$ cat config.mk
export PLATFORM = sky130hd
export DESIGN_NAME = lcd_scan_addr_gen
export DESIGN_NICKNAME = d
export VERILOG_FILES = /design/src/rtl/lcd_scan_pkg.sv /design/src/rtl/lcd_scan_counter.sv /design/src/rtl/lcd_scan_offset.sv /design/src/rtl/lcd_scan_addr_gen.sv
export SDC_FILE = /design/constraint.sdc
export NUM_CORES = 1
export LEC_CHECK = 0
export BUFFER_PORTS_ARGS = -buffer_cell sky130_fd_sc_hd__buf_2
export CAP_MARGIN = 10
export CORE_MARGIN = 3
export CORE_UTILIZATION = 64
export DETAILED_ROUTE_END_ITERATION = 8
export GPL_ROUTABILITY_DRIVEN = 0
export PLACE_DENSITY_LB_ADDON = 0.2
export RECOVER_POWER = 100
export REMOVE_ABC_BUFFERS = 1
export SLEW_MARGIN = 30
export SYNTH_ARGS = -nofsm -noshare
export SYNTH_HDL_FRONTEND = slang
export SYNTH_SLANG_ARGS = --single-unit
$ cat constraint.sdc
create_clock -name clk_i -period 7 [get_ports clk_i]
set_input_delay 0 -clock clk_i [delete_from_list [all_inputs] [get_ports clk_i]]
set_output_delay 0 -clock clk_i [all_outputs]
set_load 0.02 [all_outputs]
$ cat src/rtl/lcd_scan_pkg.sv
package lcd_scan_pkg;
  typedef enum logic {
    SCAN_PORTRAIT  = 1'b0,
    SCAN_LANDSCAPE = 1'b1
  } scan_mode_e;
endpackage

$ cat src/rtl/lcd_scan_counter.sv
module lcd_scan_counter #(
  parameter int PIX_PER_LINE = 240,
  parameter int NUM_LINES    = 329,
  localparam int PIX_W  = $clog2(PIX_PER_LINE),
  localparam int LINE_W = $clog2(NUM_LINES)
) (
  input  logic              clk_i,
  input  logic              rst_ni,
  input  logic              ready_i,
  output logic              valid_o,
  output logic              acc_o,
  output logic [LINE_W-1:0] line_o,
  output logic              line_end_o,
  output logic              frame_end_o
);
  localparam logic [PIX_W-1:0]  PIX_LAST  = PIX_W'(PIX_PER_LINE - 1);
  localparam logic [LINE_W-1:0] LINE_LAST = LINE_W'(NUM_LINES - 1);

  logic [PIX_W-1:0]  pix_q;
  logic [LINE_W-1:0] line_q;
  logic              valid_q;

  assign valid_o     = valid_q;
  assign acc_o       = valid_q & ready_i;
  assign line_o      = line_q;
  assign line_end_o  = valid_q && (pix_q == PIX_LAST);
  assign frame_end_o = line_end_o && (line_q == LINE_LAST);

  always_ff @(posedge clk_i or negedge rst_ni) begin
    if (!rst_ni) begin
      valid_q <= 1'b0;
      pix_q   <= '0;
      line_q  <= '0;
    end else begin
      valid_q <= 1'b1;
      if (acc_o) begin
        if (pix_q == PIX_LAST) begin
          pix_q  <= '0;
          line_q <= (line_q == LINE_LAST) ? '0 : line_q + 1'b1;
        end else begin
          pix_q <= pix_q + 1'b1;
        end
      end
    end
  end

  a_r2_no_overflow: assert property (@(posedge clk_i) disable iff (!rst_ni)
    (pix_q <= PIX_LAST) && (line_q <= LINE_LAST));

  a_r2_frame_has_line_end: assert property (@(posedge clk_i) disable iff (!rst_ni)
    frame_end_o |-> line_end_o);

  a_r3_hold_on_stall: assert property (@(posedge clk_i) disable iff (!rst_ni)
    (valid_q && !ready_i) |=> ($stable(pix_q) && $stable(line_q)));
endmodule

$ cat src/rtl/lcd_scan_offset.sv
module lcd_scan_offset
  import lcd_scan_pkg::*;
#(
  parameter int PIX_PER_LINE = 240,
  parameter int VIS_LINES    = 320,
  parameter int BLANK_LINES  = 9,
  parameter int BYTES_PIX    = 2,
  localparam int NUM_LINES = VIS_LINES + BLANK_LINES,
  localparam int LINE_W    = $clog2(NUM_LINES),
  localparam int OFF_W     = $clog2(NUM_LINES * PIX_PER_LINE * BYTES_PIX)
) (
  input  logic              clk_i,
  input  logic              rst_ni,
  input  logic              mode_i,
  input  logic              acc_i,
  input  logic [LINE_W-1:0] line_i,
  input  logic              line_end_i,
  input  logic              frame_end_i,
  output logic [OFF_W-1:0]  off_o
);
  localparam logic [OFF_W-1:0] STEP_PORT  = OFF_W'(BYTES_PIX);
  localparam logic [OFF_W-1:0] STEP_LAND  = OFF_W'(VIS_LINES * BYTES_PIX);
  localparam logic [OFF_W-1:0] LINE_PORT  = OFF_W'(PIX_PER_LINE * BYTES_PIX);
  localparam logic [OFF_W-1:0] FIRST_VIS  = OFF_W'((VIS_LINES - 1) * BYTES_PIX);

  scan_mode_e       mode_q;
  logic [OFF_W-1:0] line_off_q, pix_off_q, line_off_d;
  int               next_line;

  assign off_o     = line_off_q + pix_off_q;
  assign next_line = int'(line_i) + 1;

  // start offset of the following line
  always_comb begin
    if (mode_q == SCAN_PORTRAIT)        line_off_d = line_off_q + LINE_PORT;
    else if (next_line < BLANK_LINES)   line_off_d = '0;
    else if (next_line == BLANK_LINES)  line_off_d = FIRST_VIS;
    else                                line_off_d = line_off_q - STEP_PORT;
  end

  always_ff @(posedge clk_i or negedge rst_ni) begin
    if (!rst_ni) begin
      mode_q     <= SCAN_PORTRAIT;
      line_off_q <= '0;
      pix_off_q  <= '0;
    end else if (acc_i) begin
      if (frame_end_i) begin
        mode_q     <= scan_mode_e'(mode_i);
        line_off_q <= '0;
        pix_off_q  <= '0;
      end else if (line_end_i) begin
        line_off_q <= line_off_d;
        pix_off_q  <= '0;
      end else begin
        pix_off_q <= pix_off_q + ((mode_q == SCAN_PORTRAIT) ? STEP_PORT : STEP_LAND);
      end
    end
  end

  a_r7_wrap_to_base: assert property (@(posedge clk_i) disable iff (!rst_ni)
    (acc_i && frame_end_i) |=> (off_o == '0));

  a_r8_mode_frame_only: assert property (@(posedge clk_i) disable iff (!rst_ni)
    !(acc_i && frame_end_i) |=> $stable(mode_q));

  a_r3_offset_hold: assert property (@(posedge clk_i) disable iff (!rst_ni)
    !acc_i |=> $stable(off_o));
endmodule

$ cat src/rtl/lcd_scan_addr_gen.sv
module lcd_scan_addr_gen #(
  parameter int PIX_PER_LINE = 240,
  parameter int VIS_LINES    = 320,
  parameter int BLANK_LINES  = 9,
  parameter int ADDR_W       = 32,
  localparam int BYTES_PIX = 2,
  localparam int NUM_LINES = VIS_LINES + BLANK_LINES,
  localparam int LINE_W    = $clog2(NUM_LINES),
  localparam int OFF_W     = $clog2(NUM_LINES * PIX_PER_LINE * BYTES_PIX)
) (
  input  logic              clk_i,
  input  logic              rst_ni,
  input  logic [ADDR_W-1:0] base_i,
  input  logic              mode_i,
  input  logic              ready_i,
  output logic [ADDR_W-1:0] addr_o,
  output logic              valid_o,
  output logic              line_end_o,
  output logic              frame_end_o
);
  logic              acc;
  logic [LINE_W-1:0] line;
  logic [OFF_W-1:0]  off;

  lcd_scan_counter #(
    .PIX_PER_LINE(PIX_PER_LINE),
    .NUM_LINES   (NUM_LINES)
  ) u_counter (
    .clk_i      (clk_i),
    .rst_ni     (rst_ni),
    .ready_i    (ready_i),
    .valid_o    (valid_o),
    .acc_o      (acc),
    .line_o     (line),
    .line_end_o (line_end_o),
    .frame_end_o(frame_end_o)
  );

  lcd_scan_offset #(
    .PIX_PER_LINE(PIX_PER_LINE),
    .VIS_LINES   (VIS_LINES),
    .BLANK_LINES (BLANK_LINES),
    .BYTES_PIX   (BYTES_PIX)
  ) u_offset (
    .clk_i      (clk_i),
    .rst_ni     (rst_ni),
    .mode_i     (mode_i),
    .acc_i      (acc),
    .line_i     (line),
    .line_end_i (line_end_o),
    .frame_end_i(frame_end_o),
    .off_o      (off)
  );

  assign addr_o = base_i + ADDR_W'(off);

  a_r1_valid_stays: assert property (@(posedge clk_i) disable iff (!rst_ni)
    valid_o |=> valid_o);

  a_r3_addr_hold: assert property (@(posedge clk_i) disable iff (!rst_ni)
    (valid_o && !ready_i) |=> ($stable(base_i) -> $stable(addr_o)));
endmodule

==> impl_metrics.tcl <==
set metrics [dict create \
    syn_inst 656 \
    synth_area_per_cell_um2 8.13 \
    setup_viol 0 \
    worst-endpoint-required_ns 7.00 \
    grt_use_met3 0.0302 \
    finalNonFillerCells 813 \
    drtIter0Drc 271 \
    drc 0 \
    worst_slew_pin_slew_ns 2.82 \
    antenna_found_initial 0 \
    hold_viol_final 0 \
    htreeDepth 2 \
    rows 32 \
    yosys_warnings 0 \
    netlist_area_um2 5340 \
    cts-buffers-inserted 5 \
    worstPathMaxFanout 13 \
    ant_nets 0 \
    ir_drop_v 0.000130 \
    dp_cells 803 \
    synth_top_area_share 0.249 \
    use_met2 0.496 \
    syn2layout_area_growth_pct 8.56 \
    max_stage_delay_ns 0.59 \
    insertion_delay_ns 0.32 \
    synth_compound_area_frac 0.223 \
    n_antenna_cell 0 \
    clk_pin_slew_ns 0.11 \
    fmax_mhz 217 \
    yosysUniqueCellTypes 72 \
    synth_enable_flop_cells 0 \
    start_kind "flip-flop" \
    rrSetupSlack_ns 3.88 \
    fp.dieW_um 97.3 \
    maxSlewViolCount 54 \
    fin_crit_sh 0.659 \
    critPathLaunch "u_offset.line_off_q[9]$_DFFE_PN0P_" \
    failed_checks "capacitance limit, slew limit" \
    reg2reg_depth 9 \
    finalSetupTns_ns 0 \
    met1_usage 0.331 \
    cts_resized 0 \
    cts_tree "done" \
    grt_pass1_vias 4823 \
    portBuffers 68 \
    fillers 668 \
    synth_top_family_by_area "simple AND/OR/NAND/NOR gates" \
    grt_pass1_wl_um 21800 \
    vias 5208 \
    status "finished, violations left" \
    yosys_most_used_dff "dfrtp_1" \
    core-area_um2 7930 \
    die_height_um 97.3 \
    synthTopCellsByCount "60 x nand2_1, 53 x dfrtp_1, 47 x nor2_1" \
    ios 71 \
    p_per_area_nw_per_um2 167 \
    ys_seq_area_frac 0.249 \
    leakage_uw 0.00254 \
    skew_ns 0.0175 \
    synth_seq_cells 53 \
    drt_wl_total_um 12900 \
    dr.pass1.iters 6 \
    wire_per_inst_um 15.9 \
    max_cap_viol_count 1 \
    synth_xor_area_frac 0.123 \
    clock_sinks 53 \
    rsz0062_at_grt "false" \
    fin_crit_ns 4.61 \
    seqCellArea_um2 1330 \
    synthAdderAreaFrac 0.111 \
    slew_headroom -0.877 \
    crit_type "reg2out" \
    synthTopCellsByArea "dfrtp_1 25%, ha_1 10%, xnor2_1 7.1%" \
    cts_root_buf "clkbuf_8" \
    async_flop_share 1.00 \
    slowest_stage "dfrtp_1" \
    initial_utilization 0.673 \
    hold_class "in2out" \
    r2r-end "u_offset.pix_off_q[11]$_DFFE_PN0P_" \
    cts_buffer_depth 2 \
    grt-ovfl-total 0 \
    nets 792 \
    cts_setup_buffers 0 \
    synthMuxAreaShare 0.0103 \
    avgViaCountPerCell 6.41 \
    drive_gt1_frac 0.0886 \
    grt_max_degree 54 \
    cp-endpoint "addr_o[31]" \
    crit_path_cell_trace "ha_1, a21o_1, a221o_1, nor3_1, a21oi_1, or4_1, nand4_1, ha_1, nand2_1, o21ai_0, a21oi_1, or3_1, o32ai_1, xor2_1, clkbuf_1" \
    die-area_um2 9470 \
    end_kind "output port" \
    dp_hpwl_um 9770 \
    r2r-start "u_offset.mode_q$_DFFE_PN0P_" \
    synthSimpleGateAreaFrac 0.247 \
    yosysMostFrequentCell "nand2_1" \
    grt_usage 0.268 \
    synth_largest_area_cell "dfrtp_1" \
    cp.arrival_ns 4.61 \
    multi_input_area_um2 3810 \
    grt-busiest-layer "met2" \
]
flip-flops by register name, indices dropped and copies added, names as in the netlist:
register / cells
u_offset.line_off_q: 17
u_offset.pix_off_q: 17
u_counter.line_o: 9
u_counter.pix_q: 8
u_counter.valid_o: 1
u_offset.mode_q: 1
critical path, delay by kind of cell (launching register included):
| family | cells | cell delay (ns) |
|---|---|---|
| buffers and inverters | 1 | 0.24 |
| flip-flops | 1 | 0.59 |
| AO/OA/AOI/OAI | 6 | 1.47 |
| XOR/XNOR | 1 | 0.17 |
| adder cells (fa/ha/maj) | 2 | 0.66 |
| AND/OR/NAND/NOR | 5 | 1.14 |
metrics by stage:
| stage | cell area (µm²) | power [µW] | worst slack [ns] | utilization | hold WS (ns) |
|---|---|---|---|---|---|
| CTS | 5840 | 977 | 2.61 | 0.737 | 0.000137 |
| finish | 5790 | 966 | 2.39 | 0.731 | 0.0000435 |
| global route | 5790 | 1020 | 1.99 | 0.731 | 0.000118 |
| global placement | 5710 | 746 | 3.11 | 0.720 | 0.000137 |
| floorplan | 5220 | 644 | 3.29 | - | -0.296 |
| detailed placement | 5710 | 764 | 2.98 | 0.720 | 0.000137 |
final cells by class:
class | instances | area share
multi-input combinational | 557 | 0.658
tap | 102 | 0.0220
sequential | 53 | 0.229
clock inverter | 3 | 0.00799
inverter | 21 | 0.0136
timing repair buffer | 72 | 0.0572
clock buffer | 5 | 0.0119
per-layer routing:
metal	up-vias	part of all wire
li1	2529	-
met1	2467	0.43
met2	194	0.50
met3	18	0.054
met4	0	0.012
met5	-	0
worst min path at each step:
stage | start | to | slack [ns] | cells after the start
after global routing | base_i[0] | addr_o[0] | 0.0001 | 0
after CTS | base_i[0] | addr_o[0] | 0.0001 | 0
final | base_i[0] | addr_o[0] | 0.00004 | 0
after floorplan | rst_ni | u_counter.line_o[0]$_DFFE_PN0P_ | -0.30 | 0
after detailed placement | base_i[0] | addr_o[0] | 0.0001 | 0
after global placement | base_i[0] | addr_o[0] | 0.0001 | 0
where the power goes:
group          switching (µW)  total, µW  internal (µW)
logic                     241        387            146
registers                34.1        363            329
clock network             109        216            107
total                     384        966            582
kinds of logic after synthesis:
kind of cell    after synthesis
other cells                   2
xor+xnor                     75
buf+inv                      47
mux                           5
fa+ha+maj                    46
flops                        53
compound gates              180
simple gates                248
placed cells by master (no fill, tap or decap), types with 4 or more instances in the layout:
master / count
a22o_1: 6
a21o_1: 14
o21ai_0: 46
nor2b_1: 4
nand4_1: 14
inv_1: 20
clkbuf_8: 5
nand3_1: 28
and3_1: 17
o2111ai_1: 4
nor4_1: 11
or4_1: 5
buf_2: 36
xor2_1: 32
o22ai_1: 4
a21oi_1: 40
o211ai_1: 4
nand2_1: 60
dfrtp_1: 53
nand2b_1: 14
nor2_1: 47
nor3b_1: 7
clkbuf_1: 33
nor3_1: 14
a31oi_1: 20
ha_1: 44
xnor2_1: 43
mux2_2: 4
o21a_1: 7
and2_1: 4
timing repair:
action | CTS | global route
setup endpoints to repair | 0 | 0
hold endpoints to repair | 54 | 0
hold buffers | 2 | 0
(Power assumes the default switching activity.)
